File: src/rtl/simd_addsub_pkg.sv
package simd_addsub_pkg;

   // Bit index of data slice k inside the guard-extended operand.
   function automatic int slice_base(input int k, input int sw);
      return k * (sw + 1);
   endfunction

   // Bit index of the guard bit sitting above slice k.
   function automatic int guard_pos(input int k, input int sw);
      return k * (sw + 1) + sw;
   endfunction

endpackage

File: src/rtl/simd_lane_ctrl.sv
module simd_lane_ctrl #(
   parameter int NUM_SLICES = 8
) (
   input  logic [NUM_SLICES-2:0] split_i,
   input  logic [NUM_SLICES-1:0] inv_i,
   input  logic                  cin_i,
   output logic [NUM_SLICES-1:0] eff_inv_o,
   output logic [NUM_SLICES-1:0] lane_cin_o,
   output logic [NUM_SLICES-1:0] lane_end_o
);

   // Each slice inherits the invert setting of the lowest slice of its lane.
   assign eff_inv_o[0] = inv_i[0];

   for (genvar k = 1; k < NUM_SLICES; k++) begin : g_inherit
      assign eff_inv_o[k] = split_i[k-1] ? inv_i[k] : eff_inv_o[k-1];
   end

   for (genvar k = 0; k < NUM_SLICES; k++) begin : g_lane
      assign lane_cin_o[k] = cin_i ^ eff_inv_o[k];
      if (k == NUM_SLICES - 1) begin : g_top
         assign lane_end_o[k] = 1'b1;
      end else begin : g_mid
         assign lane_end_o[k] = split_i[k];
      end
   end

endmodule

File: src/rtl/simd_guard_pack.sv
module simd_guard_pack
   import simd_addsub_pkg::*;
#(
   parameter int SLICE_W    = 8,
   parameter int NUM_SLICES = 8,
   localparam int W  = SLICE_W * NUM_SLICES,
   localparam int AW = W + NUM_SLICES - 1
) (
   input  logic [W-1:0]          a_i,
   input  logic [W-1:0]          b_i,
   input  logic [NUM_SLICES-2:0] split_i,
   input  logic [NUM_SLICES-1:0] eff_inv_i,
   input  logic [NUM_SLICES-1:0] lane_cin_i,
   output logic [AW-1:0]         ext_a_o,
   output logic [AW-1:0]         ext_b_o
);

   for (genvar k = 0; k < NUM_SLICES; k++) begin : g_slice
      localparam int BASE = slice_base(k, SLICE_W);
      assign ext_a_o[BASE +: SLICE_W] = a_i[k*SLICE_W +: SLICE_W];
      assign ext_b_o[BASE +: SLICE_W] = b_i[k*SLICE_W +: SLICE_W]
                                        ^ {SLICE_W{eff_inv_i[k]}};
      if (k < NUM_SLICES - 1) begin : g_guard
         localparam int GP = guard_pos(k, SLICE_W);
         // joined: (1,0) propagates; cut: (c,c) kills or injects
         assign ext_a_o[GP] = split_i[k] ? lane_cin_i[k+1] : 1'b1;
         assign ext_b_o[GP] = split_i[k] ? lane_cin_i[k+1] : 1'b0;
      end
   end

endmodule

File: src/rtl/simd_guard_unpack.sv
module simd_guard_unpack
   import simd_addsub_pkg::*;
#(
   parameter int SLICE_W    = 8,
   parameter int NUM_SLICES = 8,
   localparam int W  = SLICE_W * NUM_SLICES,
   localparam int AW = W + NUM_SLICES - 1
) (
   input  logic [AW:0]           ext_sum_i,
   input  logic [NUM_SLICES-1:0] lane_end_i,
   output logic [W-1:0]          sum_o,
   output logic [NUM_SLICES-1:0] cout_o
);

   for (genvar k = 0; k < NUM_SLICES; k++) begin : g_slice
      localparam int BASE = slice_base(k, SLICE_W);
      assign sum_o[k*SLICE_W +: SLICE_W] = ext_sum_i[BASE +: SLICE_W];
      if (k == NUM_SLICES - 1) begin : g_top
         assign cout_o[k] = ext_sum_i[AW];
      end else begin : g_mid
         // guard pair is (c,c) when cut, so its sum bit is the carry from below
         assign cout_o[k] = lane_end_i[k] & ext_sum_i[guard_pos(k, SLICE_W)];
      end
   end

endmodule

File: src/rtl/simd_addsub.sv
module simd_addsub #(
   parameter int SLICE_W    = 8,
   parameter int NUM_SLICES = 8,
   parameter bit REG_OUT    = 1'b1
) (
   input  logic                          clk_i,
   input  logic                          rst_ni,
   input  logic [SLICE_W*NUM_SLICES-1:0] a_i,
   input  logic [SLICE_W*NUM_SLICES-1:0] b_i,
   input  logic [NUM_SLICES-2:0]         split_i,
   input  logic [NUM_SLICES-1:0]         inv_i,
   input  logic                          cin_i,
   output logic [SLICE_W*NUM_SLICES-1:0] sum_o,
   output logic [NUM_SLICES-1:0]         cout_o
);

   localparam int W  = SLICE_W * NUM_SLICES;
   localparam int AW = W + NUM_SLICES - 1;

   if (SLICE_W < 1 || NUM_SLICES < 2) begin : g_bad_param
      $error("simd_addsub: SLICE_W must be >= 1 and NUM_SLICES >= 2");
   end

   logic [NUM_SLICES-1:0] eff_inv, lane_cin, lane_end;
   logic [AW-1:0]         ext_a, ext_b;
   logic [AW:0]           ext_sum;
   logic [W-1:0]          sum_c;
   logic [NUM_SLICES-1:0] cout_c;

   simd_lane_ctrl #(.NUM_SLICES(NUM_SLICES)) u_ctrl (
      .split_i   (split_i),
      .inv_i     (inv_i),
      .cin_i     (cin_i),
      .eff_inv_o (eff_inv),
      .lane_cin_o(lane_cin),
      .lane_end_o(lane_end)
   );

   simd_guard_pack #(.SLICE_W(SLICE_W), .NUM_SLICES(NUM_SLICES)) u_pack (
      .a_i       (a_i),
      .b_i       (b_i),
      .split_i   (split_i),
      .eff_inv_i (eff_inv),
      .lane_cin_i(lane_cin),
      .ext_a_o   (ext_a),
      .ext_b_o   (ext_b)
   );

   // One long adder; the lowest lane's carry-in enters as the carry term.
   assign ext_sum = {1'b0, ext_a} + {1'b0, ext_b} + {{AW{1'b0}}, lane_cin[0]};

   simd_guard_unpack #(.SLICE_W(SLICE_W), .NUM_SLICES(NUM_SLICES)) u_unpack (
      .ext_sum_i (ext_sum),
      .lane_end_i(lane_end),
      .sum_o     (sum_c),
      .cout_o    (cout_c)
   );

   if (REG_OUT) begin : g_reg
      logic live_q;

      always_ff @(posedge clk_i or negedge rst_ni) begin
         if (!rst_ni) begin
            sum_o  <= '0;
            cout_o <= '0;
            live_q <= 1'b0;
         end else begin
            sum_o  <= sum_c;
            cout_o <= cout_c;
            live_q <= 1'b1;
         end
      end

      // with no cuts the word behaves as one full-width add
      p_full_width_r6: assert property (@(posedge clk_i) disable iff (!rst_ni || !live_q)
         ($past(split_i) == '0 && !$past(inv_i[0]))
         |-> ({cout_o[NUM_SLICES-1], sum_o} ==
              {1'b0, $past(a_i)} + {1'b0, $past(b_i)} + (W+1)'($past(cin_i))));

      // adding zero with no carry returns A and no carry-out anywhere
      p_add_zero_r1: assert property (@(posedge clk_i) disable iff (!rst_ni || !live_q)
         ($past(b_i) == '0 && $past(inv_i) == '0 && !$past(cin_i))
         |-> (sum_o == $past(a_i) && cout_o == '0));

      // a lone lowest lane subtracting equal values gives zero, carry 1
      p_zero_diff_r3: assert property (@(posedge clk_i) disable iff (!rst_ni || !live_q)
         ($past(split_i[0]) && $past(inv_i[0]) && !$past(cin_i) &&
          $past(a_i[SLICE_W-1:0]) == $past(b_i[SLICE_W-1:0]))
         |-> (sum_o[SLICE_W-1:0] == '0 && cout_o[0]));

      for (genvar k = 0; k < NUM_SLICES - 1; k++) begin : g_chk
         // slices inside a lane report no carry-out
         p_cout_lane_end_r4: assert property (@(posedge clk_i)
            disable iff (!rst_ni || !live_q)
            !$past(split_i[k]) |-> !cout_o[k]);
      end
   end else begin : g_comb
      assign sum_o  = sum_c;
      assign cout_o = cout_c;
   end

endmodule

File: config.mk
export PLATFORM = sky130hd
export DESIGN_NAME = simd_addsub
export DESIGN_NICKNAME = d
export VERILOG_FILES = /design/src/rtl/simd_addsub_pkg.sv /design/src/rtl/simd_lane_ctrl.sv /design/src/rtl/simd_guard_pack.sv /design/src/rtl/simd_guard_unpack.sv /design/src/rtl/simd_addsub.sv
export SDC_FILE = /design/constraint.sdc
export NUM_CORES = 1
export LEC_CHECK = 0
export ABC_AREA = 1
export BUFFER_PORTS_ARGS = -buffer_cell sky130_fd_sc_hd__buf_2
export CAP_MARGIN = 20
export CORE_MARGIN = 4
export CORE_UTILIZATION = 55
export CTS_CLUSTER_DIAMETER = 100
export DETAILED_ROUTE_END_ITERATION = 16
export PLACE_DENSITY = 0.82
export SKIP_CTS_REPAIR_TIMING = 1
export SKIP_LAST_GASP = 1
export SLEW_MARGIN = 5
export SYNTH_ARGS = -nofsm -noshare
export SYNTH_HDL_FRONTEND = slang
export SYNTH_SLANG_ARGS = --single-unit
File: constraint.sdc
create_clock -name clk_i -period 0.8 [get_ports clk_i]
set_input_delay 0.04 -clock clk_i [delete_from_list [all_inputs] [get_ports clk_i]]
set_output_delay 0.04 -clock clk_i [all_outputs]
set_load 0.05 [all_outputs]
==> results.sh, run 1 <==
export IMPL_status="stopped before the end"
export IMPL_stop_stage="global routing (5_1_grt)"
export IMPL_error="[ERROR GRT-0232] Routing congestion too high. Check the congestion heatmap in the GUI."
export IMPL_yosys_most_used_dff="dfrtp_1"
export IMPL_place_area_sq_mm=0.01229
export IMPL_gp_congestion=1.003
export IMPL_yosys_area_share_simple_pct=38.94
export IMPL_yosys_area_share_adder_pct=9.784
export IMPL_ys_seq_area_share_pct=21.28
export IMPL_cts_buffer_depth=2
export IMPL_overflow=23
export IMPL_yosys_warnings=0
export IMPL_synth_top_family_by_area="simple AND/OR/NAND/NOR gates"
export IMPL_synthXorXnorAreaFrac_pct=10.02
export IMPL_ctsRootBufferMaster="clkbuf_16"
export IMPL_hpwl_microns=29450
export IMPL_syn_inst=1367
export IMPL_synth_compound_area_share_pct=10.02
export IMPL_grtUsageTotal_pct=74.77
export IMPL_syn_cell_area_sq_mm=0.008466
export IMPL_initial_core_util_pct=55.89
export IMPL_worst_endpoint="sum_o[62]$_DFF_PN0_/D"
export IMPL_clkSinkCount=72
export IMPL_cts_max_level=3
export IMPL_grt_start_max_net_pins=41
export IMPL_portBuffers=217
export IMPL_row_count=45
export IMPL_avgSynthCellArea_sq_um=6.193
export IMPL_synthDistinctLibCells=35
export IMPL_place_ws_ns=-2.180
export IMPL_synth_edf_count=0
export IMPL_numCtsBuffers=9
export IMPL_ys_async_sr_fraction_pct=100.0
export IMPL_endpoint_type="register input"
export IMPL_dieHeight_microns=132.1
export IMPL_synth_seq_cells=72
export IMPL_num_io_pins=218
export IMPL_chipWidth_microns=132.1
export IMPL_synth_nets=1578
export IMPL_synthMuxAreaShare_pct=0
metal layers:
metal / GRT overflow / track usage [%]
met3: 0 / 59.27
met5: 0 / 27.22
met2: 12 / 91.82
met1: 0 / 71.38
met4: 11 / 81.86
through the flow:
step | TNS, ns | utilization [%] | instances
floorplan | -89.42 | - | 1367
global placement | -119.77 | 81.17 | 2039
detailed placement | -124.88 | 81.17 | 2039
CTS | -112.92 | 83.15 | 2055
cell families after synthesis:
kind of cell,Yosys count
simple gates,763
buf+inv,222
compound gates,155
xor+xnor,90
flops,72
fa+ha+maj,65
cell usage after synthesis, types with 3 or more instances:
| library cell | number | area, sq um |
|---|---|---|
| nand3_1 | 90 | 450.4 |
| nor4_1 | 6 | 37.54 |
| xnor2_1 | 5 | 43.79 |
| nand2_8 | 11 | 220.2 |
| dfrtp_1 | 72 | 1802 |
| a21oi_1 | 85 | 425.4 |
| o21a_1 | 5 | 37.54 |
| a21o_1 | 6 | 45.04 |
| nor3_1 | 13 | 65.06 |
| o21bai_1 | 11 | 82.58 |
| xor2_2 | 8 | 130.1 |
| nand3b_1 | 9 | 67.56 |
| inv_1 | 214 | 803.3 |
| inv_2 | 6 | 22.52 |
| ha_1 | 63 | 788.3 |
| nor2_1 | 168 | 630.6 |
| nand4_1 | 17 | 106.4 |
| o21ai_0 | 40 | 200.2 |
| o211ai_1 | 3 | 22.52 |
| nand2_1 | 441 | 1655 |
| xor2_1 | 77 | 674.4 |
==> run 2: changes to the inputs <==
--- a/config.mk
+++ b/config.mk
@@ -9,10 +9,9 @@
 export BUFFER_PORTS_ARGS = -buffer_cell sky130_fd_sc_hd__buf_2
 export CAP_MARGIN = 20
 export CORE_MARGIN = 4
-export CORE_UTILIZATION = 55
-export CTS_CLUSTER_DIAMETER = 100
+export CORE_UTILIZATION = 40
 export DETAILED_ROUTE_END_ITERATION = 16
-export PLACE_DENSITY = 0.82
+export PLACE_DENSITY_LB_ADDON = 0.15
 export SKIP_CTS_REPAIR_TIMING = 1
 export SKIP_LAST_GASP = 1
 export SLEW_MARGIN = 5
==> results.sh, run 2 <==
export IMPL_drt_first_pass_iters=5
export IMPL_fin_nets=2105
export IMPL_chipWidth_microns=153.5
export IMPL_tightest_slew_ns=0.4666
export IMPL_synthXorXnorAreaFrac_pct=10.02
export IMPL_gp_congestion=0.9503
export IMPL_synth_compound_area_share_pct=10.02
export IMPL_grt_start_max_net_pins=33
export IMPL_syn_cell_area_sq_mm=0.008466
export IMPL_synth_top_area_share_pct=21.28
export IMPL_finalSetupViolCount=143
export IMPL_violations="negative setup slack"
export IMPL_yosys_top_cells_area="dfrtp_1 21%, nand2_1 20%, inv_1 9.5%"
export IMPL_largest_reg_flops=64
export IMPL_rsz0062_at_grt="yes"
export IMPL_fmax_mhz=402.9
export IMPL_yosys_area_share_simple_pct=38.94
export IMPL_coreArea_sq_mm=0.02049
export IMPL_drt_iter0_drc=610
export IMPL_yosys_top_cells_count="441 x nand2_1, 214 x inv_1, 168 x nor2_1, 90 x nand3_1, 85 x a21oi_1"
export IMPL_worst_hold_slack_ns=0.03237
export IMPL_overflow=0
export IMPL_initial_core_util_pct=41.31
export IMPL_worst_slack_ns=-1.682
export IMPL_synthMuxAreaShare_pct=0
export IMPL_post_synth_top_area_cell="dfrtp_1"
export IMPL_synth_edf_count=0
export IMPL_row_count=52
export IMPL_crit_path_end_kind="flip-flop"
export IMPL_clkSinkCount=72
export IMPL_ys_async_sr_fraction_pct=100.0
export IMPL_final_antenna_net_count=0
export IMPL_numCtsBuffers=9
export IMPL_synth_seq_cells=72
export IMPL_grt_pass1_vias=10020
export IMPL_hpwl_microns=28880
export IMPL_syn_to_final_growth_pct=65.06
export IMPL_leakagePower_uw=0.007290
export IMPL_min_path_type="in -> reg"
export IMPL_yosys_area_share_adder_pct=9.784
export IMPL_critPathRequiredTime_ns=1.04
export IMPL_wirelength_microns=35010
export IMPL_cts_tree="done"
export IMPL_final_cell_mix="363 x nand2_1, 283 x buf_4, 213 x buf_2, 189 x inv_1, 83 x nor2_1"
export IMPL_cts_max_level=3
export IMPL_cp_max_fo=8
export IMPL_drc=0
export IMPL_vias=10580
export IMPL_num_io_pins=218
export IMPL_clk_pin_slew_ns=0.07
export IMPL_layout_drive_gt1_share_pct=45.49
export IMPL_vias_per_cell=4.881
export IMPL_ys_seq_area_share_pct=21.28
export IMPL_relSlewSlack_pct=68.82
export IMPL_regMostFlops="sum_o"
export IMPL_yosys_warnings=0
export IMPL_final_max_slew_violation_count=0
export IMPL_cts_buffer_depth=2
export IMPL_grtUsageTotal_pct=27.97
export IMPL_die_area_sq_mm=0.02356
export IMPL_setup_worst_path_start_class="input port"
export IMPL_dieHeight_microns=153.5
export IMPL_synth_nets=1578
export IMPL_synth_most_common_cell="nand2_1"
export IMPL_post_route_period_util_pct=310.2
export IMPL_stdcell_area_sq_mm=0.01397
export IMPL_cap_violations=0
export IMPL_avgSynthCellArea_sq_um=6.193
export IMPL_fillerInstances=1888
export IMPL_post_drt_wl_per_cell_microns=16.16
export IMPL_layout_commonest_cell="nand2_1"
export IMPL_antenna_found_initial=0
export IMPL_diodes=0
export IMPL_period_needed_ns=2.482
export IMPL_final_hold_violation_count=0
export IMPL_stdcell_count=2167
export IMPL_reg_top3="sum_o (64), cout_o (8)"
export IMPL_grt_pass1_wl_microns=52470
export IMPL_crit_type="in -> reg"
export IMPL_total_power_uw=28870
export IMPL_synthDistinctLibCells=35
export IMPL_hold_path_depth=4
export IMPL_portBuffers=217
export IMPL_power_density_mw_per_mm2=2066
export IMPL_place_area_sq_mm=0.01244
export IMPL_synth_top_family_by_area="simple AND/OR/NAND/NOR gates"
export IMPL_crit_arrival_ns=2.72
export IMPL_dp_cells=2123
export IMPL_yosys_most_used_dff="dfrtp_1"
export IMPL_syn_inst=1367
export IMPL_status="finished, violations left"
export IMPL_ir_worst_vdd_v=0.001670
export IMPL_ctsRootBufferMaster="clkbuf_16"
==> run 2: cell counts after synthesis <==
No cell type changed its count.
==> run 2: cells by family (layout without fill, tap and decap cells) <==
| family | after synthesis | count (layout) |
|---|---|---|
| xor gates and xnor gates | 90 | 90 |
| AOI/OAI and AO/OA | 155 | 155 |
| DFF | 72 | 72 |
| buffers and inverters | 222 | 751 |
| and+or+nand+nor | 763 | 764 |
| adders and majority gates | 65 | 65 |
==> run 2: through the flow <==
step | setup TNS (ns) | worst slack [ns] | utilization (%)
floorplan | -89.42 | -1.886 | -
global placement | -122.04 | -2.195 | 60.68
detailed placement | -123.47 | -2.175 | 60.68
CTS | -111.12 | -1.813 | 62.03
global route | -116.61 | -1.815 | 68.18
finish | -105.05 | -1.682 | 68.18
==> run 2: worst max-delay path: stages <==
cell and delay (ns):
buf_12 0.11, inv_8 0.05, nand2_8 0.05, nand2_8 0.07, nand2_8 0.06, nand2_8 0.07
nand2_8 0.06, nand2_8 0.06, nand2_4 0.07, nand2_8 0.08, nand2_8 0.06, nand2_8 0.09
buf_12 0.14, xor2_1 0.25, ha_4 0.27, a21oi_2 0.28, o21ai_1 0.19, a31oi_4 0.20
o21ai_1 0.10, a21oi_2 0.18, nand2_2 0.09, nand2_1 0.09, nand2_1 0.05
==> run 2: layer usage <==
layer  track usage (%)  vias up  routed length, microns
li1                  -     5356                       -
met1             38.67     4813                   15890
met2             45.37      353                   16130
met3             4.156       56                    1975
met4             8.284        0                    1018
met5                 0        -                       0
==> run 2: path summary, 6_finish.rpt <==
| path | from | endpoint | slack [ns] |
|---|---|---|---|
| max in group asynchronous | rst_ni | sum_o[43] | 0.25 |
| min in group asynchronous | rst_ni | sum_o[16] | 0.08 |
| min | a_i[63] | cout_o[7] | 0.03 |
| max | split_i[0] | cout_o[7] | -1.68 |
==> run 2: final cells by class <==
| cell class | count | area [sq um] | share of cell area (%) |
|---|---|---|---|
| inverters | 220 | 840.8 | 6.017 |
| repair buffers | 517 | 3487 | 24.96 |
| clock inverters | 4 | 47.55 | 0.3403 |
| flip-flops and latches | 72 | 1802 | 12.89 |
| clock buffers | 10 | 229.0 | 1.639 |
| well taps | 270 | 337.8 | 2.418 |
| multi-input cells | 1074 | 7229 | 51.74 |
==> run 2: power by group <==
part | internal (uW) | switching, uW
registers | 4790 | 362
clock network | 2380 | 1860
logic | 7030 | 12400
No activity file was read; power rests on OpenSTA's default activity.
==> run 3: changes to the inputs <==
--- a/config.mk
+++ b/config.mk
@@ -8,8 +8,10 @@
 export ABC_AREA = 1
 export BUFFER_PORTS_ARGS = -buffer_cell sky130_fd_sc_hd__buf_2
 export CAP_MARGIN = 20
+export CORE_ASPECT_RATIO = 1.4
 export CORE_MARGIN = 4
 export CORE_UTILIZATION = 40
+export CTS_BUF_LIST = sky130_fd_sc_hd__clkbuf_2
 export DETAILED_ROUTE_END_ITERATION = 16
 export PLACE_DENSITY_LB_ADDON = 0.15
 export SKIP_CTS_REPAIR_TIMING = 1
==> results.sh, run 3 (same netlist as run 2, synthesis figures left out) <==
export IMPL_final_antenna_net_count=0
export IMPL_setup_worst_path_start_class="input port"
export IMPL_grt_start_max_net_pins=37
export IMPL_period_needed_ns=2.134
export IMPL_power_density_mw_per_mm2=1997
export IMPL_largest_reg_flops=64
export IMPL_initial_core_util_pct=41.03
export IMPL_drt_first_pass_iters=5
export IMPL_fin_nets=2127
export IMPL_coreArea_sq_mm=0.02063
export IMPL_final_cell_mix="330 x nand2_1, 280 x buf_4, 174 x inv_1, 140 x buf_2, 103 x buf_6"
export IMPL_min_to="cout_o[7]"
export IMPL_clkSinkCount=72
export IMPL_grt_pass1_wl_microns=55120
export IMPL_antenna_found_initial=1
export IMPL_gp_congestion=1.003
export IMPL_wirelength_microns=41220
export IMPL_drt_iter0_drc=538
export IMPL_tightest_slew_ns=0.5514
export IMPL_cts_buffer_depth=2
export IMPL_layout_drive_gt1_share_pct=51.98
export IMPL_final_hold_violation_count=37
export IMPL_portBuffers=217
export IMPL_hold_path_depth=4
export IMPL_vias_per_cell=5.147
export IMPL_ir_worst_vdd_v=0.001239
export IMPL_crit_type="in -> reg"
export IMPL_hpwl_microns=33050
export IMPL_status="finished, violations left"
export IMPL_rsz0062_at_grt="yes"
export IMPL_p_int_uw=14720
export IMPL_post_drt_wl_per_cell_microns=18.93
export IMPL_regMostFlops="sum_o"
export IMPL_critPathRequiredTime_ns=1.36
export IMPL_dp_cells=2100
export IMPL_grtUsageTotal_pct=31.00
export IMPL_cap_violations=0
export IMPL_switchingPower_uw=15800
export IMPL_utilization_pct=74.04
export IMPL_p_comb_share_pct=75.1
export IMPL_clk_pin_slew_ns=0.25
export IMPL_overflow=0
export IMPL_fin_setup_tns_ns=-111.38
export IMPL_p_clk_share_pct=7.2
export IMPL_numCtsBuffers=9
export IMPL_dieHeight_microns=180.1
export IMPL_chipWidth_microns=131.0
export IMPL_drc=0
export IMPL_post_route_period_util_pct=266.8
export IMPL_hp_start="a_i[63]"
export IMPL_crit_path_end_kind="flip-flop"
export IMPL_seqPwrFrac_pct=17.7
export IMPL_stdcell_area_sq_mm=0.01528
export IMPL_reg_top3="sum_o (64), cout_o (8)"
export IMPL_fmax_mhz=468.5
export IMPL_final_max_slew_violation_count=0
export IMPL_leakagePower_uw=0.007716
export IMPL_vias=11210
export IMPL_row_count=62
export IMPL_worst_hold_slack_ns=-0.2601
export IMPL_num_io_pins=218
export IMPL_grt_pass1_vias=10670
export IMPL_die_area_sq_mm=0.02359
export IMPL_place_area_sq_mm=0.01230
export IMPL_cp_max_fo=8
export IMPL_syn_to_final_growth_pct=80.48
export IMPL_worst_slack_ns=-1.334
export IMPL_finalSetupViolCount=208
export IMPL_cts_tree="done"
export IMPL_cts_max_level=3
export IMPL_ctsRootBufferMaster="clkbuf_2"
export IMPL_crit_arrival_ns=2.70
export IMPL_min_path_type="in -> reg"
export IMPL_relSlewSlack_pct=63.12
export IMPL_violations="negative hold slack, negative setup slack"
export IMPL_stdcell_count=2177
export IMPL_layout_commonest_cell="nand2_1"
export IMPL_swShare_pct=51.77
run 3: cell count changes in the layout (fill, tap and decap cells not counted), moves of 14 or more:
cell / change
a21oi_1: -16
buf_2: -73
buf_6: +90
inv_1: -15
nand2_1: -33
nand2_2: +14
nand2_4: +17
nor2_1: -14
nor2_4: +15
xor2_1: -17
xor2_2: +16
run 3: layout make-up:
| cell class | count | area (sq um) |
|---|---|---|
| fillers | 1601 | 5356 |
| repair buffers | 539 | 4180 |
| diodes | 1 | 2.502 |
| clock inverters | 6 | 51.30 |
| multi-input cells | 1074 | 8031 |
| inverters | 220 | 845.8 |
| clock buffers | 9 | 45.04 |
| flip-flops and latches | 72 | 1802 |
| well taps | 256 | 320.3 |
run 3: how the worst max path moves through the flow:
stage / start / to / slack, ns
4_1_cts: split_i[0] / sum_o[62] / -1.44
2_1_floorplan: inv_i[0] / sum_o[56] / -1.89
3_5_place_dp: split_i[0] / sum_o[62] / -2.15
6_report: split_i[0] / sum_o[63] / -1.33
5_1_grt: split_i[0] / sum_o[62] / -1.47
3_3_place_gp: split_i[0] / sum_o[62] / -2.15
run 3: metal layers:
| layer | GRT usage (%) | wire, microns | vias to the layer above | share of wire [%] |
|---|---|---|---|---|
| met1 | 31.91 | 14270 | 5184 | 35 |
| met4 | 20.71 | 3882 | 0 | 9.4 |
| li1 | - | - | 5381 | - |
| met3 | 3.381 | 2041 | 172 | 5.0 |
| met2 | 56.94 | 21030 | 468 | 51 |
| met5 | 0 | 0 | - | 0 |
run 3: power by group through the flow:
stage	sequential, uW	combinational [uW]	clock [uW]
3_5_place_dp	5140	17800	0
6_report	5400	22900	2190
4_1_cts	5080	17900	2230
5_1_grt	5520	24100	2380
3_3_place_gp	5150	17800	0
2_1_floorplan	9440	6430	0
run 3: critical path, stage by stage:
cell and delay [ns]:
buf_12 0.12, inv_8 0.06, nand2_8 0.05, nand2_8 0.07
nand2_8 0.05, nand2_8 0.06, nand2_8 0.05, nand2_8 0.05
nand2_4 0.06, nand2_8 0.07, nand2_8 0.06, nand2_8 0.10
nand2_8 0.09, nand2_8 0.15, nand2_8 0.09, nand3_1 0.10
nand2_2 0.09, ha_4 0.33, buf_4 0.14, nand2_4 0.08
nor3_4 0.21, nand2_2 0.10, nor3_1 0.19, nand2_1 0.11
nand3_1 0.08, nand2_1 0.06
run 3: through the flow:
step           setup slack [ns]  power [uW]
2_1_floorplan            -1.886       15870
3_3_place_gp             -2.148       22920
3_5_place_dp             -2.151       22980
4_1_cts                  -1.438       25200
5_1_grt                  -1.473       32030
6_report                 -1.334       30510
